**src/rtl/ccd_tg_pkg.sv**
```systemverilog
`timescale 1ns/1ps
package ccd_tg_pkg;
    localparam int DW = 16;
    localparam int LW = 14;

    typedef enum logic [2:0] {ST_IDLE, ST_PRE, ST_XFER, ST_POST, ST_READ} seq_e;
    typedef enum logic [1:0] {RG_NONE = 2'd0, RG_BLACK = 2'd1, RG_DUMMY = 2'd2, RG_VALID = 2'd3} region_e;

    typedef struct packed {
        logic          bit_clamp;
        logic [DW-1:0] xfer_w;
        logic [DW-1:0] guard_w;
        logic [DW-1:0] pix_per;
        logic [DW-1:0] rst_w;
        logic [DW-1:0] clp_w;
        logic [DW-1:0] lc_gap;
        logic [DW-1:0] lc_w;
        logic [LW-1:0] line_len;
    } cfg_t;

    localparam cfg_t CFG_RESET = '{
        bit_clamp: 1'b1,
        xfer_w:    DW'(2000),
        guard_w:   DW'(300),
        pix_per:   DW'(8),
        rst_w:     DW'(1),
        clp_w:     DW'(1),
        lc_gap:    DW'(40),
        lc_w:      DW'(200),
        line_len:  LW'(7438)
    };
endpackage

```
**src/rtl/ccd_tg_cfg.sv**
```systemverilog
`timescale 1ns/1ps
module ccd_tg_cfg
    import ccd_tg_pkg::*;
#(
    parameter int MIN_XFER   = 600,
    parameter int MIN_GUARD  = 180,
    parameter int MIN_PIX    = 4,
    parameter int MIN_LC_GAP = 20,
    parameter int MIN_LC_W   = 40
) (
    input  logic clk,
    input  logic rst_n,
    input  logic wr,
    input  logic idle,
    input  cfg_t wdata,
    output cfg_t cfg,
    output logic err
);
    typedef struct packed {
        cfg_t cfg;
        logic err;
    } cfg_state_t;

    cfg_state_t q, d;
    logic       bad;
    logic [DW:0] bc_sum, lc_sum;

    always_comb begin
        bc_sum = {1'b0, wdata.rst_w} + {1'b0, wdata.clp_w};
        lc_sum = {1'b0, wdata.lc_gap} + {1'b0, wdata.lc_w};
        bad = (wdata.xfer_w  < DW'(MIN_XFER))
            | (wdata.guard_w < DW'(MIN_GUARD))
            | (wdata.pix_per < DW'(MIN_PIX))
            | (wdata.rst_w == '0)
            | (wdata.clp_w == '0)
            | (bc_sum > {2'b00, wdata.pix_per[DW-1:1]})
            | (wdata.lc_gap < DW'(MIN_LC_GAP))
            | (wdata.lc_w   < DW'(MIN_LC_W))
            | (lc_sum > {1'b0, wdata.guard_w})
            | (wdata.line_len == '0);
        d = q;
        if (wr && idle) begin
            d.cfg = wdata;
            d.err = bad;
        end
    end

    always_ff @(posedge clk or negedge rst_n) begin
        if (!rst_n) begin
            q.cfg <= CFG_RESET;
            q.err <= 1'b0;
        end else begin
            q <= d;
        end
    end

    assign cfg = q.cfg;
    assign err = q.err;
endmodule

```
**src/rtl/ccd_tg_seq.sv**
```systemverilog
`timescale 1ns/1ps
module ccd_tg_seq
    import ccd_tg_pkg::*;
(
    input  logic          clk,
    input  logic          rst_n,
    input  logic          line_start,
    input  logic          cfg_wr,
    input  logic          cfg_error,
    input  cfg_t          cfg,
    output seq_e          st,
    output logic [DW-1:0] cnt,
    output logic [DW-1:0] ph,
    output logic [LW-1:0] pix
);
    typedef struct packed {
        seq_e          st;
        logic [DW-1:0] cnt;
        logic [DW-1:0] ph;
        logic [LW-1:0] pix;
    } seq_state_t;

    seq_state_t    q, d;
    logic          ph_wrap, start_ok;
    logic [DW-1:0] ph_nx, cnt_nx;

    always_comb begin
        ph_wrap  = (q.ph >= cfg.pix_per - DW'(1));
        ph_nx    = ph_wrap ? '0 : q.ph + DW'(1);
        cnt_nx   = q.cnt + DW'(1);
        start_ok = line_start && !cfg_wr && !cfg_error;
        d        = q;
        d.ph     = ph_nx;
        unique case (q.st)
            ST_IDLE: begin
                if (start_ok) begin
                    d.st  = ST_PRE;
                    d.cnt = '0;
                    d.ph  = '0;
                end
            end
            ST_PRE: begin
                d.cnt = cnt_nx;
                if (q.cnt >= cfg.guard_w - DW'(1)) begin
                    d.st  = ST_XFER;
                    d.cnt = '0;
                end
            end
            ST_XFER: begin
                d.cnt = cnt_nx;
                if (q.cnt >= cfg.xfer_w - DW'(1)) begin
                    d.st  = ST_POST;
                    d.cnt = '0;
                end
            end
            ST_POST: begin
                d.cnt = cnt_nx;
                if (q.cnt >= cfg.guard_w - DW'(1)) begin
                    d.st  = ST_READ;
                    d.cnt = '0;
                    d.ph  = '0;
                    d.pix = '0;
                end
            end
            ST_READ: begin
                if (ph_wrap) begin
                    if (q.pix >= cfg.line_len - LW'(1)) d.st = ST_IDLE;
                    else                                d.pix = q.pix + LW'(1);
                end
            end
            default: d.st = ST_IDLE;
        endcase
    end

    always_ff @(posedge clk or negedge rst_n) begin
        if (!rst_n) begin
            q.st  <= ST_IDLE;
            q.cnt <= '0;
            q.ph  <= '0;
            q.pix <= '0;
        end else begin
            q <= d;
        end
    end

    assign st  = q.st;
    assign cnt = q.cnt;
    assign ph  = q.ph;
    assign pix = q.pix;
endmodule

```
**src/rtl/ccd_tg_wave.sv**
```systemverilog
`timescale 1ns/1ps
module ccd_tg_wave
    import ccd_tg_pkg::*;
#(
    parameter int OB_PIX    = 96,
    parameter int LEAD_PIX  = 6,
    parameter int VALID_PIX = 7300
) (
    input  logic          clk,
    input  logic          rst_n,
    input  seq_e          st,
    input  logic [DW-1:0] cnt,
    input  logic [DW-1:0] ph,
    input  logic [LW-1:0] pix,
    input  cfg_t          cfg,
    output logic          xfer_gate,
    output logic          shift_a,
    output logic          shift_b,
    output logic          shift_last,
    output logic          reset_gate,
    output logic          clamp,
    output logic          pix_strobe,
    output logic [LW-1:0] pix_index,
    output logic [1:0]    pix_region
);
    localparam logic [LW-1:0] VALID_LO = LW'(OB_PIX + LEAD_PIX);
    localparam logic [LW-1:0] VALID_HI = LW'(OB_PIX + LEAD_PIX + VALID_PIX);
    localparam logic [LW-1:0] BLACK_HI = LW'(OB_PIX);

    typedef struct packed {
        logic          xg;
        logic          sa;
        logic          sb;
        logic          rg;
        logic          cl;
        logic          stb;
        logic [LW-1:0] idx;
        region_e       rgn;
    } wave_t;

    wave_t         q, d;
    logic [DW-1:0] half;
    logic [DW:0]   bc_end, lc_end;
    logic          in_win, reading, first_half;

    always_comb begin
        half       = {1'b0, cfg.pix_per[DW-1:1]};
        bc_end     = {1'b0, cfg.rst_w} + {1'b0, cfg.clp_w};
        lc_end     = {1'b0, cfg.lc_gap} + {1'b0, cfg.lc_w};
        in_win     = (st == ST_PRE) || (st == ST_XFER) || (st == ST_POST);
        reading    = (st == ST_READ);
        first_half = (ph < half);

        d      = q;
        d.xg   = (st == ST_XFER);
        d.sa   = reading ? first_half : 1'b1;
        d.sb   = reading ? !first_half : 1'b0;
        if (cfg.bit_clamp) begin
            d.rg = (ph < cfg.rst_w);
            d.cl = (ph >= cfg.rst_w) && ({1'b0, ph} < bc_end);
        end else begin
            d.rg = in_win ? 1'b1 : (ph < cfg.rst_w);
            d.cl = (st == ST_POST) && (cnt >= cfg.lc_gap) && ({1'b0, cnt} < lc_end);
        end
        d.stb  = reading && (ph == half);
        d.idx  = pix;
        if (!reading)             d.rgn = RG_NONE;
        else if (pix < BLACK_HI)  d.rgn = RG_BLACK;
        else if (pix < VALID_LO)  d.rgn = RG_DUMMY;
        else if (pix < VALID_HI)  d.rgn = RG_VALID;
        else                      d.rgn = RG_DUMMY;
    end

    always_ff @(posedge clk or negedge rst_n) begin
        if (!rst_n) begin
            q.xg  <= 1'b0;
            q.sa  <= 1'b1;
            q.sb  <= 1'b0;
            q.rg  <= 1'b0;
            q.cl  <= 1'b0;
            q.stb <= 1'b0;
            q.idx <= '0;
            q.rgn <= RG_NONE;
        end else begin
            q <= d;
        end
    end

    assign xfer_gate  = q.xg;
    assign shift_a    = q.sa;
    assign shift_b    = q.sb;
    assign shift_last = q.sa;
    assign reset_gate = q.rg;
    assign clamp      = q.cl;
    assign pix_strobe = q.stb;
    assign pix_index  = q.idx;
    assign pix_region = q.rgn;
endmodule

```
**src/rtl/ccd_line_timer.sv**
```systemverilog
`timescale 1ns/1ps
module ccd_line_timer
    import ccd_tg_pkg::*;
#(
    parameter int MIN_XFER   = 600,
    parameter int MIN_GUARD  = 180,
    parameter int MIN_PIX    = 4,
    parameter int MIN_LC_GAP = 20,
    parameter int MIN_LC_W   = 40,
    parameter int OB_PIX     = 96,
    parameter int LEAD_PIX   = 6,
    parameter int VALID_PIX  = 7300
) (
    input  logic          clk,
    input  logic          rst_n,
    input  logic          line_start,
    input  logic          cfg_wr,
    input  logic          cfg_bit_clamp,
    input  logic [15:0]   cfg_xfer_w,
    input  logic [15:0]   cfg_guard_w,
    input  logic [15:0]   cfg_pix_per,
    input  logic [15:0]   cfg_rst_w,
    input  logic [15:0]   cfg_clp_w,
    input  logic [15:0]   cfg_lc_gap,
    input  logic [15:0]   cfg_lc_w,
    input  logic [13:0]   cfg_line_len,
    output logic          xfer_gate,
    output logic          shift_a,
    output logic          shift_b,
    output logic          shift_last,
    output logic          reset_gate,
    output logic          clamp,
    output logic          pix_strobe,
    output logic [13:0]   pix_index,
    output logic [1:0]    pix_region,
    output logic          cfg_error
);
    cfg_t          wr_cfg, cur_cfg;
    seq_e          seq_st;
    logic [DW-1:0] seq_cnt, seq_ph;
    logic [LW-1:0] seq_pix;

    always_comb begin
        wr_cfg.bit_clamp = cfg_bit_clamp;
        wr_cfg.xfer_w    = cfg_xfer_w;
        wr_cfg.guard_w   = cfg_guard_w;
        wr_cfg.pix_per   = cfg_pix_per;
        wr_cfg.rst_w     = cfg_rst_w;
        wr_cfg.clp_w     = cfg_clp_w;
        wr_cfg.lc_gap    = cfg_lc_gap;
        wr_cfg.lc_w      = cfg_lc_w;
        wr_cfg.line_len  = cfg_line_len;
    end

    ccd_tg_cfg #(
        .MIN_XFER  (MIN_XFER),
        .MIN_GUARD (MIN_GUARD),
        .MIN_PIX   (MIN_PIX),
        .MIN_LC_GAP(MIN_LC_GAP),
        .MIN_LC_W  (MIN_LC_W)
    ) u_cfg (
        .clk  (clk),
        .rst_n(rst_n),
        .wr   (cfg_wr),
        .idle (seq_st == ST_IDLE),
        .wdata(wr_cfg),
        .cfg  (cur_cfg),
        .err  (cfg_error)
    );

    ccd_tg_seq u_seq (
        .clk       (clk),
        .rst_n     (rst_n),
        .line_start(line_start),
        .cfg_wr    (cfg_wr),
        .cfg_error (cfg_error),
        .cfg       (cur_cfg),
        .st        (seq_st),
        .cnt       (seq_cnt),
        .ph        (seq_ph),
        .pix       (seq_pix)
    );

    ccd_tg_wave #(
        .OB_PIX   (OB_PIX),
        .LEAD_PIX (LEAD_PIX),
        .VALID_PIX(VALID_PIX)
    ) u_wave (
        .clk       (clk),
        .rst_n     (rst_n),
        .st        (seq_st),
        .cnt       (seq_cnt),
        .ph        (seq_ph),
        .pix       (seq_pix),
        .cfg       (cur_cfg),
        .xfer_gate (xfer_gate),
        .shift_a   (shift_a),
        .shift_b   (shift_b),
        .shift_last(shift_last),
        .reset_gate(reset_gate),
        .clamp     (clamp),
        .pix_strobe(pix_strobe),
        .pix_index (pix_index),
        .pix_region(pix_region)
    );
endmodule

```
**config.mk**
```make
export PLATFORM = sky130hd
export DESIGN_NAME = ccd_line_timer
export DESIGN_NICKNAME = d
export VERILOG_FILES = /design/src/rtl/ccd_tg_pkg.sv /design/src/rtl/ccd_tg_cfg.sv /design/src/rtl/ccd_tg_seq.sv /design/src/rtl/ccd_tg_wave.sv /design/src/rtl/ccd_line_timer.sv
export SDC_FILE = /design/constraint.sdc
export NUM_CORES = 1
export LEC_CHECK = 0
export ABC_AREA = 1
export ABC_CLOCK_PERIOD_IN_PS = 3950
export CAP_MARGIN = 5
export CORE_ASPECT_RATIO = 0.7
export CORE_UTILIZATION = 50
export DETAILED_ROUTE_END_ITERATION = 8
export PLACE_DENSITY = 0.71
export SYNTH_ARGS = -nofsm -noshare
export SYNTH_HDL_FRONTEND = slang
export SYNTH_SLANG_ARGS = --single-unit
```
**constraint.sdc**
```tcl
create_clock -name clk -period 3.95 [get_ports clk]
set_input_delay 0.79 -clock clk [delete_from_list [all_inputs] [get_ports clk]]
set_output_delay 0.79 -clock clk [all_outputs]
set_load 0.005 [all_outputs]
```
==> metrics.txt <==
outcome=finished clean; Area contributors post-synth=dfrtp_1 26%, ha_1 18%, nand2_1 12%; Startpoint Class=register; antenna cells=0; Hold WS=408.2 ps; vias=14920; die width=218.9 um; IO Count=155; Critical Path AT=3850 ps; Post-layout nets=2681; Final Setup Violations=0; leakage power figure=0.009534 uW; number of synthesized flops with an enable pin=0; clock tree from TritonCTS=built; CORE AREA=32340 um2; Crit Path Category=register to register; Synth Register Bits=199; initial antenna violation count=1; first-pass GRT wire length=72.39 mm; layout cells sized above 1=0.05997; Cells after Synth=2156; Psw=6399 uW; IO buf count=154; WL/cell=16.12 um; DRT antenna net count=0; post-cts resize count=0; pin count of the biggest net entering global routing=143; HPWL after DPL=35.27 mm; grt met2 use=0.3829; met3 Use GR=0.04629; Setup crit end kind=register; FF/Latch Area=5014 um2; area leader, netlist=dfrtp_1; critical path required time=4270 ps; worst skew pair latency=460 ps; HP Class=input pin to asynchronous set/reset pin; CTS Buffer Depth=2; Max-cap violations=0; Worst-path clk slew=90 ps; fmax=283.4 MHz; Syn Area/Cell=7.640 um2; Worst-Margin Slew=823.9 ps; fin cells=2745; RSZ-0062 raised after global routing=false; GRT Overall Usage=0.2695; Seq pwr share=0.285; vias per std cell=5.434; Worst Clk Skew=19.30 ps; Post-synth ARST share=1.000; Root Buffer Master=clkbuf_16; ys flop type=dfrtp_1; slowest stage delay, CP=390 ps; placed insts=2713; Power Internal=6885 uW; Layout fillers=2929; minimum clock period=3528 ps; CP most frequent cell=nand3_2; final max-slew violation count=0; Ys Warns=0; Detailed Route WL=44.25 mm; slowest CP cell=dfrtp_1; post-route cell area=19060 um2; H-Tree Depth=4; Post-Syn Area=16470 um2; Area growth, synth to finish=15.73%; combinational power share=0.582; Die ar.=33680 um2; die height=153.9 um; Slew headroom=0.4507; DR pass1 iterations=7; CTS hold repair buffers=0; Final Cycle Share=0.8932; switching share of power=0.4817; Iter 0 DRT Violations=1313; WP buf/inv=4; # clock sinks=199; Fin. Hold Viols=0; CP delay by family, top=simple AND/OR/NAND/NOR gates; GR Util met1=0.4178; Initial Utilization=0.5092; critical path, cell by cell=inv_1 -> ha_1 -> nand2_2 -> nor3_4 -> nand2_2 -> nor2_4 -> nand3_2 -> or3_1 -> a21oi_1 -> ha_1 -> nand2_1 -> inv_2 -> nand3_2 -> inv_1 -> a21oi_1 -> nand3_2 -> nand3_2 -> nand2_2 -> buf_4 -> nand3_1 -> o21ai_0; post-synth top area share=0.2613; Routability Congestion=0.9184; area post-placement=18480 um2; GR peak layer=met1; Power Dens Cells=696.9 nW/um2; row count=55; Fin Setup TNS=0 ps; Post-Route Utilization=0.5894; setup bufs post-CTS=0; Clk pwr share=0.133; Synth cell types=52; Seq/Total Area, Yosys=0.3044; worst-path maximum fanout=9; Residual DRC=0; Syn Nets=2532; clock buffer count from CTS=17; VDD IR max=476.5 uV; gr ovfl total=0; vias in the first global route=14320; Multi-input gate area=10190 um2
[layer usage]
metal / vias up / part of all wire
met5: - / 0
met1: 6988 / 0.52
li1: 7416 / -
met4: 0 / 0.016
met3: 52 / 0.064
met2: 459 / 0.40
[power by group through the flow]
stage | Clock (uW) | Sequential [uW] | Combinational [uW]
global placement | 0 | 3770 | 7230
detailed placement | 0 | 3790 | 7590
finish | 1770 | 3790 | 7730
floorplan | 0 | 3530 | 5830
global route | 1870 | 3900 | 8840
CTS | 1800 | 3770 | 7670
[synthesized netlist by cell type (7+ instances only)]
master and count:
clkbuf_1 13, o21ai_1 29, nand2_2 9, nand4_1 30, dfrtp_1 172, nor3_1 39, buf_4 10, xnor2_1 42
o22ai_1 8, o21ai_0 134, nand2_1 509, nand3_2 9, o21a_1 7, a21oi_1 144, xor2_1 87, nor4_1 7
buf_2 8, nor2_1 145, nand3_1 102, inv_1 276, ha_1 241, nor3_2 12, dfstp_2 27, inv_2 12
nor2_2 12
[cell usage in the layout, fill, tap and decap left out, types with 30 or more instances in the layout]
| cell type | n |
|---|---|
| nand2_1 | 509 |
| nand3_1 | 102 |
| clkdlybuf4s50_1 | 153 |
| xnor2_1 | 42 |
| ha_1 | 241 |
| nor3_1 | 39 |
| a21oi_1 | 144 |
| inv_1 | 276 |
| dfrtp_1 | 172 |
| nand4_1 | 30 |
| o21ai_0 | 134 |
| xor2_1 | 87 |
| nor2_1 | 145 |
[flip-flops by register name, summed over array words and instances (netlist names)]
signal,cells
u_seq.st,3
u_wave.shift_a,1
u_wave.pix_strobe,1
u_wave.pix_region,2
u_cfg.err,1
u_seq.ph,16
u_cfg.cfg,127
u_seq.cnt,16
u_wave.xfer_gate,1
u_wave.pix_index,14
u_seq.pix,14
u_wave.clamp,1
u_wave.shift_b,1
u_wave.reset_gate,1
[logic make-up (layout without fill, tap and decap cells)]
group | count (synthesis) | after routing | synth area share
AND/OR/NAND/NOR | 904 | 904 | 0.2451
adder cells (fa/ha/maj) | 245 | 245 | 0.1879
XOR/XNOR | 129 | 129 | 0.06860
AO/OA/AOI/OAI | 358 | 358 | 0.1171
buffers and inverters | 321 | 483 | 0.07695
flip-flops | 199 | 199 | 0.3044
[cell type report]
class / instances / area share
timing repair buffer: 163 / 0.08723
tap: 427 / 0.02803
clock buffer: 20 / 0.02291
clock inverter: 12 / 0.007483
multi-input combinational: 1636 / 0.5346
inverter: 288 / 0.05678
sequential: 199 / 0.2630
[through the flow]
step	total power (uW)	worst slack, ps
after floorplan	9355	854.7
after global placement	11000	183.6
after detailed placement	11390	111.2
after CTS	13240	446.0
after global routing	14600	73.75
final	13280	421.9
[worst paths after layout]
path                          startpoint                  end  slack [ps]  depth (start not counted)
setup / recovery           u_cfg.cfg[95]        u_seq.pix[13]         420                         21
max in group asynchronous          rst_n       u_cfg.cfg[102]        2650                          2
min in group clk            u_seq.pix[3]  u_wave.pix_index[3]         470                          0
hold / removal                     rst_n       u_wave.shift_b         410                          1
setup reg to reg           u_cfg.cfg[95]        u_seq.pix[13]         420                         21
hold reg to reg             u_seq.pix[3]  u_wave.pix_index[3]         470                          0
No activity file was read; power rests on OpenSTA's default activity.
